--- config.mk ---
export PLATFORM = sky130hd
export DESIGN_NAME = flash_cmd_decoder
export DESIGN_NICKNAME = d
export VERILOG_FILES = /design/src/rtl/flash_cmd_pkg.sv /design/src/rtl/flash_bus_capture.sv /design/src/rtl/flash_cmd_seq.sv /design/src/rtl/flash_id_reader.sv /design/src/rtl/flash_cmd_decoder.sv
export SDC_FILE = /design/constraint.sdc
export NUM_CORES = 1
export LEC_CHECK = 0
export BUFFER_PORTS_ARGS = -buffer_cell sky130_fd_sc_hd__buf_4
export CORE_AREA = 2 2 94 96
export CTS_CLUSTER_DIAMETER = 200
export DETAILED_ROUTE_END_ITERATION = 10
export DIE_AREA = 0 0 96 98
export SYNTH_ARGS = -nofsm -noshare
export SYNTH_HDL_FRONTEND = slang
export SYNTH_HIERARCHICAL = 1
export SYNTH_SLANG_ARGS = --single-unit
--- constraint.sdc ---
create_clock -name clk -period 4.4 [get_ports clk]
set_input_delay 0.66 -clock clk [delete_from_list [all_inputs] [get_ports clk]]
set_output_delay 0.66 -clock clk [all_outputs]
set_load 0.005 [all_outputs]
--- src/rtl/flash_cmd_pkg.sv ---
package flash_cmd_pkg;

  typedef enum logic [2:0] {
    SQ_IDLE,
    SQ_UNL1,
    SQ_UNL2,
    SQ_PGM,
    SQ_ERA1,
    SQ_ERA2,
    SQ_ERA3
  } seq_state_t;

  localparam int STB_W     = 6;
  localparam int STB_PROG  = 0;
  localparam int STB_SECT  = 1;
  localparam int STB_BLK   = 2;
  localparam int STB_CHIP  = 3;
  localparam int STB_IDIN  = 4;
  localparam int STB_IDOUT = 5;

  localparam logic [7:0] CD_KEY1  = 8'hAA;
  localparam logic [7:0] CD_KEY2  = 8'h55;
  localparam logic [7:0] CD_PGM   = 8'hA0;
  localparam logic [7:0] CD_ERA   = 8'h80;
  localparam logic [7:0] CD_IDIN  = 8'h90;
  localparam logic [7:0] CD_IDOUT = 8'hF0;
  localparam logic [7:0] CD_CHIP  = 8'h10;
  localparam logic [7:0] CD_SECT  = 8'h30;
  localparam logic [7:0] CD_BLK   = 8'h50;

endpackage

--- src/rtl/flash_bus_capture.sv ---
module flash_bus_capture #(
  parameter int AW = 19
) (
  input  logic          clk,
  input  logic          rst,
  input  logic          ce_n,
  input  logic          we_n,
  input  logic          oe_n,
  input  logic [AW-1:0] addr,
  input  logic [7:0]    wdata,
  output logic          wr_valid,
  output logic [AW-1:0] wr_addr,
  output logic [7:0]    wr_data
);

  logic win;
  logic win_q;
  logic [AW-1:0] addr_q;
  logic [7:0]    data_q;

  // write window: both strobes low, outputs not driven
  assign win = !ce_n && !we_n && oe_n;

  always_ff @(posedge clk) begin
    if (rst) begin
      win_q    <= 1'b0;
      wr_valid <= 1'b0;
      addr_q   <= '0;
      data_q   <= '0;
    end else begin
      win_q    <= win;
      wr_valid <= win_q && !win;
      if (win && !win_q) addr_q <= addr;
      if (win)           data_q <= wdata;
    end
  end

  assign wr_addr = addr_q;
  assign wr_data = data_q;

endmodule

--- src/rtl/flash_cmd_seq.sv ---
module flash_cmd_seq
  import flash_cmd_pkg::*;
#(
  parameter int AW       = 19,
  parameter int CMP_W    = 11,
  parameter int SECT_LSB = 12,
  parameter int BLK_LSB  = 16
) (
  input  logic             clk,
  input  logic             rst,
  input  logic             wr_valid,
  input  logic [AW-1:0]    wr_addr,
  input  logic [7:0]       wr_data,
  input  logic             busy,
  output logic [STB_W-1:0] stb,
  output logic [AW-1:0]    op_addr,
  output logic [7:0]       op_data,
  output logic             id_mode
);

  localparam logic [CMP_W-1:0] KEY_ADDR1 = CMP_W'(11'h555);
  localparam logic [CMP_W-1:0] KEY_ADDR2 = CMP_W'(11'h2AA);

  seq_state_t        state_q, state_d;
  logic [STB_W-1:0]  stb_q, stb_d;
  logic [AW-1:0]     addr_q, addr_d;
  logic [7:0]        data_q, data_d;
  logic              idm_q, idm_d;
  logic              at_k1, at_k2;
  logic [AW-1:0]     sect_base, blk_base;

  assign at_k1 = (wr_addr[CMP_W-1:0] == KEY_ADDR1);
  assign at_k2 = (wr_addr[CMP_W-1:0] == KEY_ADDR2);
  assign sect_base = {wr_addr[AW-1:SECT_LSB], {SECT_LSB{1'b0}}};
  assign blk_base  = {wr_addr[AW-1:BLK_LSB],  {BLK_LSB{1'b0}}};

  always_comb begin
    state_d = state_q;
    stb_d   = '0;
    addr_d  = addr_q;
    data_d  = data_q;
    idm_d   = idm_q;
    if (wr_valid && !busy) begin
      state_d = SQ_IDLE;
      unique case (state_q)
        SQ_IDLE: begin
          if (at_k1 && wr_data == CD_KEY1) begin
            state_d = SQ_UNL1;
          end else if (idm_q && wr_data == CD_IDOUT) begin
            stb_d[STB_IDOUT] = 1'b1;
            idm_d            = 1'b0;
          end
        end
        SQ_UNL1: begin
          if (at_k2 && wr_data == CD_KEY2) state_d = SQ_UNL2;
        end
        SQ_UNL2: begin
          if (at_k1) begin
            case (wr_data)
              CD_PGM: state_d = SQ_PGM;
              CD_ERA: state_d = SQ_ERA1;
              CD_IDIN: begin
                stb_d[STB_IDIN] = 1'b1;
                idm_d           = 1'b1;
              end
              CD_IDOUT: begin
                if (idm_q) begin
                  stb_d[STB_IDOUT] = 1'b1;
                  idm_d            = 1'b0;
                end
              end
              default: state_d = SQ_IDLE;
            endcase
          end
        end
        SQ_PGM: begin
          stb_d[STB_PROG] = 1'b1;
          addr_d          = wr_addr;
          data_d          = wr_data;
        end
        SQ_ERA1: begin
          if (at_k1 && wr_data == CD_KEY1) state_d = SQ_ERA2;
        end
        SQ_ERA2: begin
          if (at_k2 && wr_data == CD_KEY2) state_d = SQ_ERA3;
        end
        SQ_ERA3: begin
          if (at_k1 && wr_data == CD_CHIP) begin
            stb_d[STB_CHIP] = 1'b1;
            addr_d          = '0;
            data_d          = wr_data;
          end else if (wr_data == CD_SECT) begin
            stb_d[STB_SECT] = 1'b1;
            addr_d          = sect_base;
            data_d          = wr_data;
          end else if (wr_data == CD_BLK) begin
            stb_d[STB_BLK] = 1'b1;
            addr_d         = blk_base;
            data_d         = wr_data;
          end
        end
        default: state_d = SQ_IDLE;
      endcase
    end
  end

  always_ff @(posedge clk) begin
    if (rst) begin
      state_q <= SQ_IDLE;
      stb_q   <= '0;
      addr_q  <= '0;
      data_q  <= '0;
      idm_q   <= 1'b0;
    end else begin
      state_q <= state_d;
      stb_q   <= stb_d;
      addr_q  <= addr_d;
      data_q  <= data_d;
      idm_q   <= idm_d;
    end
  end

  assign stb     = stb_q;
  assign op_addr = addr_q;
  assign op_data = data_q;
  assign id_mode = idm_q;

endmodule

--- src/rtl/flash_id_reader.sv ---
module flash_id_reader #(
  parameter int         AW     = 19,
  parameter logic [7:0] MFR_ID = 8'h9D,
  parameter logic [7:0] DEV_ID = 8'h3E
) (
  input  logic          clk,
  input  logic          rst,
  input  logic          id_mode,
  input  logic          ce_n,
  input  logic          oe_n,
  input  logic          we_n,
  input  logic [AW-1:0] addr,
  output logic          rd_valid,
  output logic [7:0]    rd_data
);

  logic       rd_cyc;
  logic [7:0] sel;

  assign rd_cyc = !ce_n && !oe_n && we_n;

  always_comb begin
    case (addr[1:0])
      2'd0:    sel = MFR_ID;
      2'd1:    sel = DEV_ID;
      default: sel = 8'h00;
    endcase
  end

  always_ff @(posedge clk) begin
    if (rst) begin
      rd_valid <= 1'b0;
      rd_data  <= '0;
    end else begin
      rd_valid <= rd_cyc && id_mode;
      if (rd_cyc && id_mode) rd_data <= sel;
    end
  end

endmodule

--- src/rtl/flash_cmd_decoder.sv ---
module flash_cmd_decoder
  import flash_cmd_pkg::*;
#(
  parameter int         AW       = 19,
  parameter int         CMP_W    = 11,
  parameter int         SECT_LSB = 12,
  parameter int         BLK_LSB  = 16,
  parameter logic [7:0] MFR_ID   = 8'h9D,
  parameter logic [7:0] DEV_ID   = 8'h3E
) (
  input  logic          clk,
  input  logic          rst,
  input  logic          bus_ce_n,
  input  logic          bus_we_n,
  input  logic          bus_oe_n,
  input  logic [AW-1:0] bus_addr,
  input  logic [7:0]    bus_wdata,
  input  logic          busy,
  output logic          prog_stb,
  output logic          sect_erase_stb,
  output logic          blk_erase_stb,
  output logic          chip_erase_stb,
  output logic          id_enter_stb,
  output logic          id_exit_stb,
  output logic [AW-1:0] op_addr,
  output logic [7:0]    op_data,
  output logic          id_mode,
  output logic          id_rd_valid,
  output logic [7:0]    id_rd_data
);

  logic             wr_valid;
  logic [AW-1:0]    wr_addr;
  logic [7:0]       wr_data;
  logic [STB_W-1:0] stb_vec;

  flash_bus_capture #(.AW(AW)) u_cap (
    .clk(clk), .rst(rst),
    .ce_n(bus_ce_n), .we_n(bus_we_n), .oe_n(bus_oe_n),
    .addr(bus_addr), .wdata(bus_wdata),
    .wr_valid(wr_valid), .wr_addr(wr_addr), .wr_data(wr_data)
  );

  flash_cmd_seq #(
    .AW(AW), .CMP_W(CMP_W), .SECT_LSB(SECT_LSB), .BLK_LSB(BLK_LSB)
  ) u_seq (
    .clk(clk), .rst(rst),
    .wr_valid(wr_valid), .wr_addr(wr_addr), .wr_data(wr_data),
    .busy(busy),
    .stb(stb_vec), .op_addr(op_addr), .op_data(op_data), .id_mode(id_mode)
  );

  flash_id_reader #(.AW(AW), .MFR_ID(MFR_ID), .DEV_ID(DEV_ID)) u_id (
    .clk(clk), .rst(rst), .id_mode(id_mode),
    .ce_n(bus_ce_n), .oe_n(bus_oe_n), .we_n(bus_we_n), .addr(bus_addr),
    .rd_valid(id_rd_valid), .rd_data(id_rd_data)
  );

  assign prog_stb       = stb_vec[STB_PROG];
  assign sect_erase_stb = stb_vec[STB_SECT];
  assign blk_erase_stb  = stb_vec[STB_BLK];
  assign chip_erase_stb = stb_vec[STB_CHIP];
  assign id_enter_stb   = stb_vec[STB_IDIN];
  assign id_exit_stb    = stb_vec[STB_IDOUT];

endmodule

==> results.md, run 1 <==
- CP startpoint: u_seq/state_q[1]
- Die Y-Extent: 98 um
- Final period util: 62.09%
- GRT Total Usage: 17.03%
- Clk_lat worst skew: 0.34 ns
- Top cell type's share of synthesized area: a little over two fifths
- Number of CTS-inserted buffers: 9
- Sequential share of the synthesized area: around 42%
- Post-CTS Hold Fix Bufs: 0
- Arrival time at the worst endpoint: approximately 3.0 ns
- Clk buf depth: 2
- Antenna Nets Post-Route: 0
- Total Wirelength: 7.761 mm
- Top-count cell post-synth: dfxtp_1
- CTS tree: yes
- Worst Path Required: 4.66 ns
- VDD IR max: 150.3 uV
- Total grt overflow: 0
- Mapped Cells: approximately 360
- H-tree levels: 3
- Max frequency: ~370 MHz
- Io pins: 76
- Mapped Nets: 390
- Core area: approximately 8500 um2
- RSZ-0062 raised after global routing: false
- Synthesized area: between 3000 and 4000 um2
- # setup viols final: 0
- Die Wd: approximately 96 um
- Final Hold Fails: 0
- CP startpoint kind: register
- Vias: around 2.7k
- Largest area contributor in the netlist: dfxtp_1
- Avg Synthesized Cell Area: slightly above 9 um2
- Vias in the first global route: between 2k and 3k
- Synthesis-to-finish area growth: 21.91%
- Status: completed
- Slew HR: 20.23%
- Class of the worst hold path: reg2reg
- Post-DP HPWL: between 5 and 6 mm
- Fillers: 814
- Ys Warns: 6
- DR WL/cell: around 15 um
- Synth top area cells: dfxtp_1 42%, nand2b_1 12%, mux2i_1 11%
- Setup crit end kind: register
- Hold slack: 0.4636 ns
- FFs w/ async S/R, synth: 0%
- Leak: roughly 0.0015 uW
- Final Wtd Congestion: 0.8827
- Clock root cell: clkbuf_8
- Vias/cell: around 5.1
- Layout cells sized above 1: approximately a quarter
- Crit Path Category: reg2reg
- First-pass GRT wire length: about 13 mm
- Synth cell count leaders: 70 x dfxtp_1, 63 x nand2b_1, 35 x mux2i_1
- Initial antenna violation count: 0
- CTS resizes: 0
- Area of the multi-input gates: roughly 1700 um2
- Post-synthesis sequential element count: 70
- Max-cap violations: 0
- Setup bufs post-CTS: 0
- Largest net degree at the start of global routing: roughly 100
- FF-to-FF Start: u_seq/state_q[1]
- Initial Util: between 30 and 40%
- First-pass detailed-route iteration total: 4
- Power density over the cells: 297.0 nW/um2
- Ant. Diodes: 0
- Nets: approximately 450
- DRT iter0 DRCs: 180
- Setup TNS: 0 ns
- Worst slew pin tran: ~1.2 ns
- CTS Sinks: 70
- EDFF count, synth: 0
- R2r setup slk: about 1.7 ns
- Hold Crit Start: u_cap/wr_addr[14]
- Post-route DRC: 0
- Distinct cells, synth: 54
- Die area: 9408 um2
- Tmin final: between 2 and 3 ns
- Max FO, Critical Path: 29
- Worst Skew: ~0.0075 ns
- Register area: approximately 1400 um2
- Worst-path clk slew: roughly 0.07 ns
- Rows: 34
- Port bufs: 74
- Top_reg_cell synth: dfxtp_1
- Max-slew violations: 0
==> report_power, final <==
group | total, uW | internal [uW] | switching (uW)
combinational | 81.1 | 44.4 | 36.7
clock | 462 | 229 | 232
sequential | 655 | 642 | 12.3
==> metal layers <==
| layer | track usage (%) | vias up | wire length [um] |
|---|---|---|---|
| met2 | 23.61 | 74 | 3289 |
| met3 | 4.090 | 11 | 413 |
| met1 | 25.50 | 1251 | 3942 |
| li1 | - | 1360 | - |
| met5 | 0 | - | 0 |
| met4 | 5.934 | 0 | 116 |
==> state kept, by name, indices dropped and copies added, names as in the netlist, 3 cells and up <==
register,cells
u_cap/wr_addr,19
u_cap/wr_data,8
u_id/rd_data,3
u_seq/op_addr,19
u_seq/op_data,8
u_seq/state_q,3
u_seq/stb,6
==> layout make-up <==
cell class | instances | area share (%)
clock inverter | 4 | 0.5587
sequential | 70 | 34.76
clock buffer | 11 | 3.755
multi-input combinational | 256 | 43.23
inverter | 2 | 0.1862
tap | 108 | 3.352
timing repair buffer | 76 | 14.15
==> worst paths after layout <==
path / cells after the start / end
worst max-delay path: 5 / u_seq/op_data[4]
worst min-delay path: 2 / u_seq/op_addr[14]
worst max register to register: 5 / u_seq/op_data[4]
worst min register to register: 2 / u_seq/op_addr[14]
==> cell families (layout without fill, tap and decap cells) <==
family	after synthesis	after routing	synth area share (%)
and+or+nand+nor	163	163	30.99
DFF	70	70	42.38
AOI/OAI and AO/OA	52	52	9.118
muxes	38	38	11.84
buffers and inverters	31	93	5.032
xor gates and xnor gates	2	2	0.5298
other	1	1	0.1134
==> cell usage in the layout, fill, tap and decap left out, drive strengths merged, types with 4 or more instances in the layout <==
cell	instances
buf	76
dfxtp	70
nand2b	63
mux2i	35
o21ai	22
a21oi	21
nand3	16
nand2	15
nor2	15
clkbuf	11
nand3b	9
nor2b	8
and3	6
nand4	6
nor3	4
==> worst max-delay path, stage by stage, from the launching register on <==
cell	delay, ns
dfxtp_1	0.55
nand3b_1	0.46
a41o_1	0.38
a21oi_2	0.86
o21ai_0	0.21
a21oi_1	0.18
==> metrics by stage <==
stage | utilization, % | std cells | total power, uW | area [um2] | setup slack [ns]
2_1_floorplan | - | 357 | 715.6 | 3307 | 2.472
3_3_place_gp | 45.57 | 512 | 750.3 | 3857 | 1.848
3_5_place_dp | 45.57 | 512 | 750.4 | 3857 | 1.712
4_1_cts | 47.62 | 527 | 1214 | 4031 | 1.695
5_1_grt | 47.62 | 527 | 1248 | 4031 | 1.311
6_report | 47.62 | 527 | 1197 | 4031 | 1.668
(Power assumes the default switching activity.)
==> inputs of run 2 (changes only) <==
- clock period: 4.4 -> 2.4 ns (I/O delays scaled with it)
==> run 2 against run 1 <==
Sequential share of layout area down 1.3 points. Count of clock-buffer cells in the layout down 1. Critical endpoint is now u_seq/op_addr[14]. Worst setup slack got worse by 1.4 ns. Critical path depth unchanged. Non-clock buffer count grew 12. Flip-flop and latch count is the same. Largest power group unchanged. Register-to-register slack worse by 1.4 ns. Combinational power up 100%. Hold slack worse by 0.18 ns. Utilization increased by 1.9 points. Die area unchanged.
==> results.md, run 2 (same netlist as run 1, synthesis figures left out) <==
- Placed cell count: 524 (+2.3%)
- Slew HR: 48.15% (+28 points)
- Nets: 460 (+2.7%)
- Antenna Nets Post-Route: 0 (unchanged)
- Max-slew violations: 0 (unchanged)
- Max FO, Critical Path: 29 (unchanged)
- Fillers: 828 (+1.7%)
- Worst Skew: 0.006450 ns (-0.001019 ns)
- Initial antenna violation count: 0 (unchanged)
- Post-DP HPWL: 5.597 mm (+3.8%)
- Status: completed
- Worst-path clk slew: 0.08 ns (about the same)
- First-pass detailed-route iteration total: 4 (unchanged)
- Io pins: 76 (unchanged)
- Leak: 0.001600 uW (+5.6%)
- Crit Path Category: reg2reg
- Arrival time at the worst endpoint: 2.43 ns (-0.56 ns)
- Tmin final: 2.166 ns (-0.5654 ns)
- CTS resizes: 0 (unchanged)
- Max-cap violations: 0 (unchanged)
- Worst Path Required: 2.66 ns (-2.00 ns)
- CTS tree: yes
- Post-route DRC: 0 (unchanged)
- Core area: 8466 um2 (unchanged)
- CP startpoint kind: register
- Final period util: 90.26% (+28 points)
- Setup crit end kind: register
- DR WL/cell: 14.65 um (-0.52%)
- Layout Cells excl Fill: 540 (+2.5%)
- Vias: 2,700 (+0.15%)
- CTS Sinks: 70 (unchanged)
- FF-to-FF path depth: 5 (unchanged)
- DRT iter0 DRCs: 159 (-12%)
- Clk buf depth: 2 (unchanged)
- Die Wd: 96 um (unchanged)
- Vias in the first global route: 2,559 (+0.55%)
- First-pass GRT wire length: 12.84 mm (+0.54%)
- RSZ-0062 raised after global routing: false
- Number of CTS-inserted buffers: 9 (unchanged)
- Worst slew pin tran: 0.7778 ns (-0.4187 ns)
- Hold Crit Depth: 3 (+1)
- Setup bufs post-CTS: 0 (unchanged)
- Class of the worst hold path: in2reg
- Post-CTS Hold Fix Bufs: 0 (unchanged)
- Power density over the cells: 593.7 nW/um2 (+100%)
- Rows: 34 (unchanged)
- Layout cells sized above 1: 27.08% (+2.0 points)
- Commonest cells after routing, fill and taps aside: 88 x buf_4, 70 x dfxtp_1, 63 x nand2b_1
- Max frequency: 461.6 MHz (+26%)
- Synthesis-to-finish area growth: 26.79%
- GRT Total Usage: 17.30% (+0.26 points)
- VDD IR max: 292.1 uV (+94%)
- Ant. Diodes: 0 (unchanged)
- Vias/cell: 5.000 (-2.3%)
- Die Y-Extent: 98 um (unchanged)
- Total grt overflow: 0 (unchanged)
- Final Wtd Congestion: 0.8451 (-4.3%)
- Largest net degree at the start of global routing: 102 (unchanged)
- Clock root cell: clkbuf_8
- # setup viols final: 0 (unchanged)
- Final Hold Fails: 0 (unchanged)
- Most common cell after layout, fill and taps aside: buf_4
- Die area: 9408 um2 (unchanged)
- H-tree levels: 3 (unchanged)
- Initial Util: 39.06% (unchanged)
- Port bufs: 74 (unchanged)
- Setup TNS: 0 ns (unchanged)
- Clk_lat worst skew: 0.33 ns (about the same)
- Total Wirelength: 7.911 mm (+1.9%)
[run 2: cell count changes in the layout (fill, tap and decap cells not counted), sizes merged]
| cell | delta |
|---|---|
| clkinv | -2 |
| bufinv | +3 |
| clkbuf | -1 |
| clkinvlp | +1 |
| buf | +12 |
[run 2: per-layer routing]
| metal | global-route usage (%) | vias up | part of all wire [%] |
|---|---|---|---|
| met1 | 25.17 | 1228 | 48 |
| met2 | 24.68 | 87 | 44 |
| met5 | 0 | - | 0 |
| met3 | 4.321 | 9 | 6.5 |
| met4 | 6.044 | 0 | 1.2 |
| li1 | - | 1376 | - |
[run 2: power breakdown]
| part | total (uW) | leakage (uW) | internal [uW] | switching (uW) |
|---|---|---|---|---|
| sequential | 1190 | 0.000566 | 1180 | 15.1 |
| clock | 1130 | 0.000112 | 689 | 446 |
| combinational | 162 | 0.000922 | 86.0 | 75.9 |
[run 2: through the flow]
| stage | util [%] | worst slack, ns | area [um2] | total power [uW] | hold slack (ns) |
|---|---|---|---|---|---|
| finish | 49.53 | 0.2337 | 4193 | 2489 | 0.2863 |
| global route | 49.53 | 0.1308 | 4193 | 2594 | 0.2744 |
| CTS | 49.44 | 0.1958 | 4185 | 2519 | 0.2727 |
| detailed placement | 46.63 | 0.2290 | 3948 | 1382 | 0.4582 |
| global placement | 46.63 | 0.2106 | 3948 | 1381 | 0.4481 |
| floorplan | - | 0.4718 | 3307 | 1312 | 0.4385 |
[run 2: path summary, 6_finish.rpt]
check	start	to	slack, ns
hold / removal	bus_addr[4]	u_cap/wr_addr[4]	0.29
setup reg to reg	u_cap/wr_addr[9]	u_seq/op_addr[14]	0.23
setup / recovery	u_cap/wr_addr[9]	u_seq/op_addr[14]	0.23
hold reg to reg	u_cap/wr_addr[13]	u_seq/op_addr[13]	0.46
[run 2: area by class of cell]
type	count	area, um2	area share [%]
clock buffer	10	127.6	3.044
clock inverter	6	110.1	2.626
inverter	2	7.507	0.1791
sequential	70	1401	33.42
multi-input combinational	256	1750	41.75
tap	108	135.1	3.223
timing repair buffer	88	660.6	15.76
[run 2: worst max-delay path, stage by stage, from the launching register on]
cell	delay (ns)
dfxtp_1	0.36
or4b_4	0.56
o41ai_2	0.46
a21oi_4	0.26
nor2_8	0.25
mux2i_1	0.21
==> inputs of run 3 (changes only) <==
- CORE_AREA: 2 2 94 96 -> 2 2 88 90
- DIE_AREA: 0 0 96 98 -> 0 0 90 92
- SYNTH_HIERARCHICAL: 1 -> unset
==> run 3 against run 2 <==
Clock skew fell by 0.0012 ns. Final cell count shrank 8.3%. Clock power is 16% lower. Hold slack got worse by 0.064 ns. Synthesized cell count is 11% lower. Non-clock buffer count is 4 lower. Critical endpoint is now u_seq.op_addr[16].
==> results.md, run 3 <==
- CTS Sinks: 70 (unchanged)
- Clk buf depth: 2 (unchanged)
- CTS tree: yes
- Avg Synthesized Cell Area: 8.880 um2 (-4.1%)
- Ys Warns: 0 (-6)
- Io pins: 76 (unchanged)
- Post-CTS Hold Fix Bufs: 0 (unchanged)
- Final Hold Fails: 0 (unchanged)
- Total grt overflow: 0 (unchanged)
- Final period util: 83.36% (-6.9 points)
- GRT Total Usage: 17.34% (+0.046 points)
- Initial antenna violation count: 0 (unchanged)
- Die area: 8280 um2 (-12%)
- H-tree levels: 3 (unchanged)
- R2r setup slk: 0.40 ns (+0.17 ns)
- Number of CTS-inserted buffers: 9 (unchanged)
- Vias/cell: 5.046 (+0.93%)
- Worst Path Required: 2.64 ns (-0.02 ns)
- Initial Util: 37.92% (-1.1 points)
- Antenna Nets Post-Route: 0 (unchanged)
- Max-slew violations: 0 (unchanged)
- Top cell type's share of synthesized area: 49.62% (+7.2 points)
- Die Y-Extent: 92 um (-6.1%)
- Vias in the first global route: 2,313 (-9.6%)
- Register area: 1401 um2 (unchanged)
- Area of the multi-input gates: 1275 um2 (-27%)
- Distinct cells, synth: 41 (-24%)
- Dpl cell area: 3453 um2 (-13%)
- Status: completed
- Layout cells sized above 1: 27.48% (+0.40 points)
- Worst Path Buf+Inv: 1 (+1)
- First-pass detailed-route iteration total: 4 (unchanged)
- DRT iter0 DRCs: 95 (-40%)
- Largest area contributor in the netlist: dfxtp_1
- First-pass GRT wire length: 11.46 mm (-11%)
- Post-DP HPWL: 5.011 mm (-10%)
- Slew HR: 58.09% (+9.9 points)
- Commonest cells after routing, fill and taps aside: 84 x buf_4, 70 x dfxtp_1, 64 x nand2_1
- Leak: 0.001415 uW (-12%)
- Rows: 32 (-5.9%)
- Sequential share of the synthesized area: 49.62% (+7.2 points)
- Class of the worst hold path: in2reg
- VDD IR max: 306.3 uV (+4.9%)
- Mapped Nets: 351 (-10%)
- Vias: 2,498 (-7.5%)
- Clock root cell: clkbuf_8
- Nets: 421 (-8.5%)
- FFs w/ async S/R, synth: 0% (unchanged)
- Synthesized area: 2824 um2 (-15%)
- Fillers: 765 (-7.6%)
- Power density over the cells: 621.5 nW/um2 (+4.7%)
- Total Wirelength: 7.079 mm (-11%)
- Max-cap violations: 0 (unchanged)
- Worst-path clk slew: 0.07 ns (about the same)
- Crit-path slowest cell: nor4_4
- Top-count cell post-synth: dfxtp_1
- Die Wd: 90 um (-6.3%)
- Ant. Diodes: 0 (unchanged)
- # setup viols final: 0 (unchanged)
- Synthesis-to-finish area growth: 29.38%
- Worst path top cell family by delay: simple AND/OR/NAND/NOR gates
- Post-route cell area: 3654 um2 (-13%)
- Post-synthesis sequential element count: 70 (unchanged)
- Post-route DRC: 0 (unchanged)
- Core area: 7447 um2 (-12%)
- Port bufs: 74 (unchanged)
- Critical Path Max Stage Delay: 0.44 ns (-0.12 ns)
- Worst Skew: 0.005251 ns (-0.001199 ns)
- DR WL/cell: 14.30 um (-2.4%)
- Tmin final: 2.001 ns (-0.1657 ns)
- Largest net degree at the start of global routing: 63 (-38%)
- Clk_lat worst skew: 0.34 ns (about the same)
- Setup bufs post-CTS: 0 (unchanged)
- Synth cell count leaders: 70 x dfxtp_1, 64 x nand2_1, 31 x a21oi_1
- Mapped Cells: 318 (-11%)
- Final Wtd Congestion: 0.9096 (+7.6%)
- CTS resizes: 0 (unchanged)
- Max FO, Critical Path: 12 (-59%)
- RSZ-0062 raised after global routing: false
- Most common cell after layout, fill and taps aside: buf_4
- Crit Path Category: reg2reg
- Worst slew pin tran: 0.6286 ns (-0.1492 ns)
- CP startpoint kind: register
- EDFF count, synth: 0 (unchanged)
- CP Cell Sequence: nor4_4 > nand3b_2 > o32ai_4 > buf_4 > nor3b_1 > a31o_2
- Top_reg_cell synth: dfxtp_1
- Arrival time at the worst endpoint: 2.24 ns (-0.19 ns)
- Setup crit end kind: register
- Setup TNS: 0 ns (unchanged)
- Max frequency: 499.8 MHz (+8.3%)
- Synth top area cells: dfxtp_1 50%, nand2_1 8.5%, a21oi_1 5.5%
-- run 3: worst paths after layout --
| kind | start | to | cells after the start |
|---|---|---|---|
| worst max-delay path | u_cap.wr_data[0] | u_seq.op_addr[16] | 6 |
| worst min-delay path | bus_addr[1] | u_id.rd_data[4] | 2 |
| worst max register to register | u_cap.wr_data[0] | u_seq.op_addr[16] | 6 |
| worst min register to register | u_cap.wr_addr[14] | u_cap.wr_addr[14] | 2 |
-- run 3: cell families (layout without fill, tap and decap cells) --
kind of cell              count (synthesis)  after routing  synth area share, %
other                                     1              1               0.1328
muxes                                     9              9                3.190
buffers and inverters                    30            105                5.228
DFF                                      70             70                49.62
xor gates and xnor gates                  2              2               0.6204
AOI/OAI and AO/OA                        59             59                14.18
and+or+nand+nor                         147            147                27.03
-- run 3: worst register-to-register path, cell delays in order (launching register included) --
cell      delay (ns)
dfxtp_1         0.39
nor4_4          0.44
nand3b_2        0.19
o32ai_4         0.34
buf_4           0.25
nor3b_1         0.07
a31o_2          0.23
-- run 3: layout make-up --
type	count	area share, %
timing repair buffer	84	17.26
sequential	70	38.36
clock buffer	12	4.247
multi-input combinational	218	34.90
tap	102	3.493
clock inverter	4	1.233
inverter	5	0.5137
-- run 3: stage by stage --
step | util (%) | total power [uW] | setup WS, ns | hold slack [ns] | std cells
floorplan | - | 1283 | 0.4422 | 0.4360 | 318
global placement | 46.37 | 1345 | 0.4452 | 0.4480 | 479
detailed placement | 46.37 | 1346 | 0.4279 | 0.4517 | 479
CTS | 49.06 | 2292 | 0.4078 | 0.2110 | 495
global route | 49.06 | 2366 | 0.1786 | 0.2146 | 495
finish | 49.06 | 2271 | 0.3994 | 0.2220 | 495
-- run 3: per-layer routing --
layer	track usage [%]	routed length [um]	vias up	part of all wire, %
met3	3.451	271	15	3.8
li1	-	-	1241	-
met5	0	0	-	0
met1	22.57	3356	1178	47
met2	27.57	3280	64	46
met4	8.590	170	0	2.4
-- run 3: where the power goes --
part	leakage, uW	switching (uW)	internal [uW]
clock	0.000106	420	532
combinational	0.000744	63.1	59.5
sequential	0.000566	19.5	1180
